--- config.mk ---
export PLATFORM = sky130hd
export DESIGN_NAME = omega_network
export DESIGN_NICKNAME = d
export VERILOG_FILES = /design/src/rtl/omega_pkg.sv /design/src/rtl/omega_pipe_reg.sv /design/src/rtl/omega_switch.sv /design/src/rtl/omega_stage.sv /design/src/rtl/omega_network.sv
export SDC_FILE = /design/constraint.sdc
export NUM_CORES = 2
export LEC_CHECK = 0
export CORE_MARGIN = 4
export CORE_UTILIZATION = 40
export CTS_BUF_LIST = sky130_fd_sc_hd__clkbuf_4 sky130_fd_sc_hd__clkbuf_8 sky130_fd_sc_hd__clkbuf_16
export DETAILED_ROUTE_END_ITERATION = 6
export PLACE_DENSITY = 0.67
export SLEW_MARGIN = 0
export SYNTH_ARGS = -nofsm -noshare
export SYNTH_HDL_FRONTEND = slang
export SYNTH_HIERARCHICAL = 1
export SYNTH_SLANG_ARGS = --single-unit
export TNS_END_PERCENT = 5
--- constraint.sdc ---
create_clock -name clk -period 5.13 [get_ports clk]
set_clock_uncertainty 0.05 [all_clocks]
set_input_delay 1.026 -clock clk [delete_from_list [all_inputs] [get_ports clk]]
set_output_delay 1.026 -clock clk [all_outputs]
set_load 0.01 [all_outputs]
--- src/rtl/omega_pkg.sv ---
// Package: shared helpers for the omega network.
// Assumes port counts are powers of two.
package omega_pkg;

    // Operation code carried in the op field of a message.
    typedef enum logic {
        OP_READ  = 1'b0,
        OP_WRITE = 1'b1
    } omega_op_e;

    // Perfect-shuffle target line: rotate the line index left by one bit.
    function automatic int unsigned shuffle_line(input int unsigned line,
                                                 input int unsigned width);
        return ((line << 1) | (line >> (width - 1))) & ((1 << width) - 1);
    endfunction

endpackage

--- src/rtl/omega_pipe_reg.sv ---
// Module: one-entry pipeline register with valid/ready flow control.
// Accepts new data when empty or when its content drains in the same cycle.
module omega_pipe_reg #(
    parameter int W = 8
) (
    input  logic         clk,
    input  logic         rst_n,
    input  logic         fill,
    input  logic [W-1:0] fill_data,
    input  logic         drain,
    output logic         open,
    output logic         hold_valid,
    output logic [W-1:0] hold_data
);
    // Room is available when empty or when the receiver takes the content now.
    assign open = !hold_valid || drain;

    // Load or refill the slot; hold it while the receiver stalls.
    always_ff @(posedge clk) begin
        if (!rst_n) begin
            hold_valid <= 1'b0;
            hold_data  <= '0;
        end else if (open) begin
            hold_valid <= fill;
            hold_data  <= fill_data;
        end
    end
endmodule

--- src/rtl/omega_switch.sv ---
// Module: registered 2x2 switching element.
// Routes each input by the message bit at SEL_POS: 0 goes to the upper output
// and 1 to the lower output. Overwrites that bit with the arrival input number.
// When both inputs want one output, the upper input wins and the lower stalls.
module omega_switch #(
    parameter int MSG_W   = 16,
    parameter int SEL_POS = 15
) (
    input  logic                  clk,
    input  logic                  rst_n,
    input  logic [1:0]            in_valid,
    input  logic [1:0][MSG_W-1:0] in_msg,
    output logic [1:0]            in_ready,
    output logic [1:0]            out_valid,
    output logic [1:0][MSG_W-1:0] out_msg,
    input  logic [1:0]            out_ready
);
    logic [1:0]            route;
    logic [1:0][MSG_W-1:0] stamped;
    logic [1:0]            want_up;
    logic [1:0]            want_lo;
    logic [1:0]            open;
    logic [1:0]            fill;
    logic [1:0][MSG_W-1:0] fill_data;

    for (genvar i = 0; i < 2; i++) begin : g_in
        assign route[i] = in_msg[i][SEL_POS];
        // Replace the consumed routing bit with this input's number.
        always_comb begin
            stamped[i]          = in_msg[i];
            stamped[i][SEL_POS] = 1'(i);
        end
    end

    for (genvar o = 0; o < 2; o++) begin : g_out
        assign want_up[o]   = in_valid[0] && (route[0] == 1'(o));
        assign want_lo[o]   = in_valid[1] && (route[1] == 1'(o));
        assign fill[o]      = want_up[o] || want_lo[o];
        assign fill_data[o] = want_up[o] ? stamped[0] : stamped[1];

        omega_pipe_reg #(.W(MSG_W)) u_reg (
            .clk        (clk),
            .rst_n      (rst_n),
            .fill       (fill[o]),
            .fill_data  (fill_data[o]),
            .drain      (out_ready[o]),
            .open       (open[o]),
            .hold_valid (out_valid[o]),
            .hold_data  (out_msg[o])
        );
    end

    // Upper input: proceeds whenever its chosen output has room.
    assign in_ready[0] = open[route[0]];
    // Lower input: also yields to a valid upper input aiming at the same output.
    assign in_ready[1] = open[route[1]] && !(in_valid[0] && (route[0] == route[1]));
endmodule

--- src/rtl/omega_stage.sv ---
// Module: one rank of the omega network.
// Applies the perfect shuffle to the incoming lines, then feeds N_PORTS/2
// switches that all route on the message bit at SEL_POS.
module omega_stage #(
    parameter int N_PORTS = 8,
    parameter int MSG_W   = 16,
    parameter int SEL_POS = 15
) (
    input  logic                        clk,
    input  logic                        rst_n,
    input  logic [N_PORTS-1:0]          in_valid,
    input  logic [N_PORTS-1:0][MSG_W-1:0] in_msg,
    output logic [N_PORTS-1:0]          in_ready,
    output logic [N_PORTS-1:0]          out_valid,
    output logic [N_PORTS-1:0][MSG_W-1:0] out_msg,
    input  logic [N_PORTS-1:0]          out_ready
);
    localparam int IDX_W = $clog2(N_PORTS);
    localparam int N_SW  = N_PORTS / 2;

    logic [N_PORTS-1:0]            sh_valid;
    logic [N_PORTS-1:0]            sh_ready;
    logic [N_PORTS-1:0][MSG_W-1:0] sh_msg;

    // Shuffle wiring: line p lands on line rotl(p); ready travels back the same way.
    for (genvar p = 0; p < N_PORTS; p++) begin : g_shuffle
        localparam int Q = int'(omega_pkg::shuffle_line(p, IDX_W));
        assign sh_valid[Q] = in_valid[p];
        assign sh_msg[Q]   = in_msg[p];
        assign in_ready[p] = sh_ready[Q];
    end

    for (genvar j = 0; j < N_SW; j++) begin : g_sw
        omega_switch #(.MSG_W(MSG_W), .SEL_POS(SEL_POS)) u_sw (
            .clk       (clk),
            .rst_n     (rst_n),
            .in_valid  (sh_valid[2*j +: 2]),
            .in_msg    (sh_msg[2*j +: 2]),
            .in_ready  (sh_ready[2*j +: 2]),
            .out_valid (out_valid[2*j +: 2]),
            .out_msg   (out_msg[2*j +: 2]),
            .out_ready (out_ready[2*j +: 2])
        );
    end
endmodule

--- src/rtl/omega_network.sv ---
// Module: self-routing omega network, N_PORTS in and N_PORTS out.
// Chains log2(N_PORTS) shuffle-plus-switch ranks. Rank s routes on destination
// bit (MOD_W-1-s) and records the arrival line there for the return path.
// Message layout, MSB first: {dest, addr, op, value}.
module omega_network #(
    parameter int N_PORTS = 8,
    parameter int ADDR_W  = 8,
    parameter int DATA_W  = 32
) (
    input  logic                       clk,
    input  logic                       rst_n,
    input  logic [N_PORTS-1:0]         in_valid,
    input  logic [N_PORTS*(($clog2(N_PORTS))+ADDR_W+1+DATA_W)-1:0] in_msg,
    output logic [N_PORTS-1:0]         in_ready,
    output logic [N_PORTS-1:0]         out_valid,
    output logic [N_PORTS*(($clog2(N_PORTS))+ADDR_W+1+DATA_W)-1:0] out_msg,
    input  logic [N_PORTS-1:0]         out_ready
);
    localparam int MOD_W  = $clog2(N_PORTS);
    localparam int MSG_W  = MOD_W + ADDR_W + 1 + DATA_W;
    localparam int STAGES = MOD_W;

    logic [N_PORTS-1:0]            lvl_valid [STAGES+1];
    logic [N_PORTS-1:0]            lvl_ready [STAGES+1];
    logic [N_PORTS-1:0][MSG_W-1:0] lvl_msg   [STAGES+1];

    // Network edges: inputs feed level 0, the last level drives the outputs.
    assign lvl_valid[0]      = in_valid;
    assign lvl_msg[0]        = in_msg;
    assign in_ready          = lvl_ready[0];
    assign out_valid         = lvl_valid[STAGES];
    assign out_msg           = lvl_msg[STAGES];
    assign lvl_ready[STAGES] = out_ready;

    for (genvar s = 0; s < STAGES; s++) begin : g_stage
        omega_stage #(
            .N_PORTS (N_PORTS),
            .MSG_W   (MSG_W),
            .SEL_POS (MSG_W - 1 - s)
        ) u_stage (
            .clk       (clk),
            .rst_n     (rst_n),
            .in_valid  (lvl_valid[s]),
            .in_msg    (lvl_msg[s]),
            .in_ready  (lvl_ready[s]),
            .out_valid (lvl_valid[s+1]),
            .out_msg   (lvl_msg[s+1]),
            .out_ready (lvl_ready[s+1])
        );
    end
endmodule

Yosys cells after proc, flatten, opt, wreduce, memory -nomap -nowiden:

Index checks and enable logic that the tools add are counted.

* bits in registers: 1080
* input port bits: 370
* output and inout bits: 368
* logic and storage cells: 336

* order comparisons: 24
* eq/ne operators: 12
* muxes and demuxes: 72
* bitwise logic cells: 24
* reduce and logical (&&, ||, !) cells: 156

Operators with widths (count)
* $mux 44: 24
* $logic_and 1x1->1: 72
* $logic_or 1x1->1: 48
* $lt 1x2->1 const B: 24
* $mux 1: 48
* $logic_not 1->1: 36
* $not 1->1: 24
* $eq 1x1->1: 12

Logic depth before layout (Yosys ltp):

* word-level depth: 13
* depth in mapped cells: 18
* gate-level depth less buffers: 12

By module:

Netlist, hierarchy kept.

Modules (own cells, without submodules)
* omega_pipe_reg: instances 24, cells each 195, area an instance 1858.0 µm², sequential area each 900.9 µm²
* omega_switch: instances 12, cells each 105, area an instance 1316.3 µm², sequential area each 0.0 µm²

Worst setup path after synthesis:

Ideal clock, no wire load.

* kind: in2out
* start: input port out_ready[7]
* end: output port in_ready[0]
* arrival time: 3.213 ns
* data required time: 4.054 ns
* slack: 0.841 ns
* cell stages on the path: 15
* buffers on the path: 6
* cell sequence: nor2b_4 buf_12 buf_12 inv_1 mux2_2 nor2b_4 buf_12 buf_12 inv_1 mux2_2 nor2b_4 buf_12 buf_12 inv_1 mux2_2

RTL lines
* start, declared: line omega_network.sv:17 `input logic [N_PORTS-1:0] out_ready`
* end, declared: line omega_network.sv:14 `output logic [N_PORTS-1:0] in_ready,`

==> impl_metrics.py <==
metrics = {
    "outcome": {
        "outcome": "completed",
    },
    "global_routing": {
        "grt_pass1_wl_um": 318000,
        "grt_max_degree": 170,
        "grt-ovfl-total": 0,
        "grt_usage": 0.278,
        "grt_pass1_vias": 42900,
        "antenna_found_initial": 52,
    },
    "timing": {
        "relSlewSlack": 0.115,
        "timing.fmax_mhz": 201,
        "worst_hold_slack_ps": 406,
        "hold_viol": 0,
        "worst_slew_pin_slew_ps": 1330,
        "setup_violations": 0,
        "period_share": 0.971,
        "worst_slack_ps": 147,
        "tns_ps": 0,
        "rsz0062_at_grt": "no",
        "post-route-min-period_ps": 4980,
        "slew_violations": 0,
    },
    "clocking": {
        "htreeDepth": 4,
        "post_cts_buffers": 0,
        "clk_latency_ps": 790,
        "cts_buffer_depth": 3,
        "holdBufCountCts": 0,
        "clock_sinks": 1080,
        "cts_resized": 0,
        "cts_root_buf": "clkbuf_16",
        "path_clk_slew_ps": 60,
        "cts_tree": "yes",
        "cts_buffers": 131,
    },
    "place": {
        "dp_slack_ps": 97.1,
        "hpwl_um": 175000,
        "place_congestion": 0.943,
        "io_buffers": 737,
    },
    "route": {
        "vias": 44200,
        "antenna_left": 0,
        "viasPerCell": 5.14,
        "wl_per_cell_um": 26.5,
        "dr.pass1.iters": 5,
        "drt-total-wl_um": 228000,
        "drc": 0,
        "first_iter_violations": 3611,
    },
    "setup_path": {
        "crit_path_start_kind": "input port",
        "reg2reg_depth": 10,
        "crit_arrival_ps": 3910,
        "path_max_fanout": 2,
        "path_cells": "clkdlybuf4s50_1 > nor2b_4 > inv_1 > mux2_2 > nor2b_4 > inv_1 > mux2_2 > nor2b_4 > inv_1 > mux2i_1 > buf_4 > a21oi_1 > clkdlybuf4s50_1",
        "crit_buf_inv": 6,
        "worstPathRequired_ps": 4050,
        "cp_top_family": "buffers and inverters",
        "crit_path_top_delay_cell": "clkdlybuf4s50_1",
        "worstSetupEndpointType": "output port",
        "reg2reg_setup_slack_ps": 2220,
        "max_stage_delay_ps": 480,
        "worstSetupPathType": "in2out",
    },
    "pwr": {
        "power.share.switching": 0.275,
        "p_seq_frac": 0.422,
        "power_frac_comb": 0.148,
        "power.internal_mw": 16.3,
        "p_clk_frac": 0.430,
        "power_density_nw_per_um2": 319,
        "ir_drop_v": 0.000326,
        "p_leak_nw": 26.6,
        "p_sw_mw": 6.19,
    },
    "synth": {
        "synth_top_family_by_area": "multiplexers",
        "syn_inst": 5940,
        "synth_fp_nets": 6310,
        "synth_xor_xnor_area_share": 0.00174,
        "synth-compound-area-share": 0.00497,
        "syn_area_per_cell_um2": 10.2,
        "synth_area_um2": 60400,
        "ys_ff_latch": 1080,
        "synthAdderAreaFrac": 0,
        "ys_warn_count": 6,
        "synth.area.mux_share": 0.400,
        "ys_seq_area_frac": 0.358,
        "synth_simple_gate_area_frac": 0.141,
        "ys_types": 18,
    },
    "die": {
        "die_y_um": 397,
        "ioPinCount": 738,
        "start_util": 0.403,
        "row_count": 142,
        "die_w_um": 397,
        "dieArea_um2": 157000,
        "core_um2": 150000,
    },
    "finish": {
        "layout_commonest_cell": "nand2_1",
        "final_cell_mix": "nand2_1, dfxtp_1, mux2i_1",
        "drive_gt1_frac": 0.219,
        "fillers": 14200,
        "syn_to_final_growth_pct": 16.5,
        "fin_nets": 6817,
        "post-route-util": 0.469,
    },
    "run": {
        "drv_cap": 0,
    },
    "hold_path": {
        "whs_path_depth": 2,
        "hp-class": "reg2reg",
    },
}
[sequential cells by signal (all words and copies together) (netlist names)]
register,cells
g_stage.u_stage/g_sw.u_sw/g_out.u_reg/hold_data,1056
g_stage.u_stage/g_sw.u_sw/g_out.u_reg/hold_valid,24
[cell usage after synthesis]
library cell / instances / area share
a21oi_1: 12 / 0.00099
mux2_2: 588 / 0.11
o21ai_0: 12 / 0.00099
dfxtp_1: 1080 / 0.36
o21a_1: 24 / 0.0030
mux2_4: 456 / 0.11
buf_4: 48 / 0.0060
nand2_2: 12 / 0.0012
xnor2_1: 12 / 0.0017
nand2b_1: 12 / 0.0012
mux2i_1: 1068 / 0.18
buf_6: 60 / 0.011
nor2b_4: 24 / 0.0055
inv_1: 36 / 0.0022
buf_2: 168 / 0.014
nand2_1: 2136 / 0.13
clkbuf_8: 24 / 0.0055
buf_12: 168 / 0.056
[power groups by stage]
| stage | Combinational (mW) | Clock, mW | Sequential [mW] |
|---|---|---|---|
| after floorplan | 2.13 | 0 | 9.40 |
| after global placement | 3.28 | 0 | 9.61 |
| after detailed placement | 3.30 | 0 | 9.62 |
| after CTS | 3.33 | 9.82 | 9.45 |
| after global routing | 3.53 | 10.2 | 9.51 |
| final | 3.33 | 9.66 | 9.47 |
[cells by family after synthesis]
logic type | Yosys count
AND/OR/NAND/NOR | 2184
flip-flops | 1080
multiplexers | 2112
AO/OA/AOI/OAI | 48
buffers and inverters | 504
XOR/XNOR | 12
[how the worst max path moves through the flow]
stage / startpoint / to / slack (ps) / depth (start not counted)
finish: out_ready[7] / in_ready[4] / 150 / 13
global route: out_ready[6] / in_ready[4] / 90 / 13
global placement: out_ready[6] / in_ready[4] / 60 / 13
detailed placement: out_ready[6] / in_ready[4] / 100 / 13
floorplan: out_ready[7] / in_ready[0] / 840 / 15
CTS: out_ready[6] / in_ready[4] / 90 / 13
[tightest hold or removal path, cell delays in order, from the launching register on]
cell     delay [ps]
dfxtp_1         310
nand2_1          50
mux2i_1          50
[routing by layer]
layer	vias up	GRT usage	part of all wire
li1	20900	-	-
met3	295	0.0546	0.060
met4	16	0.113	0.037
met5	-	0	0.00038
met1	21700	0.374	0.45
met2	1304	0.438	0.45
[layout make-up]
type	count	area [um2]	share of cell area
Inverter	36	135	0.00192
Timing Repair Buffer	842	8390	0.119
Antenna cell	31	77.6	0.00110
Tap cell	2016	2520	0.0359
Clock buffer	189	3910	0.0555
Clock inverter	46	592	0.00841
Sequential cell	1080	21600	0.307
Multi-Input combinational cell	4356	33100	0.470
[per-stage QoR]
| stage | area, um2 | power (mW) | cells |
|---|---|---|---|
| floorplan | 60400 | 11.5 | 5940 |
| global placement | 65800 | 12.9 | 8330 |
| detailed placement | 65800 | 12.9 | 8330 |
| CTS | 70300 | 22.6 | 8565 |
| global route | 70300 | 23.2 | 8590 |
| finish | 70300 | 22.5 | 8596 |
(Power assumes the default switching activity.)
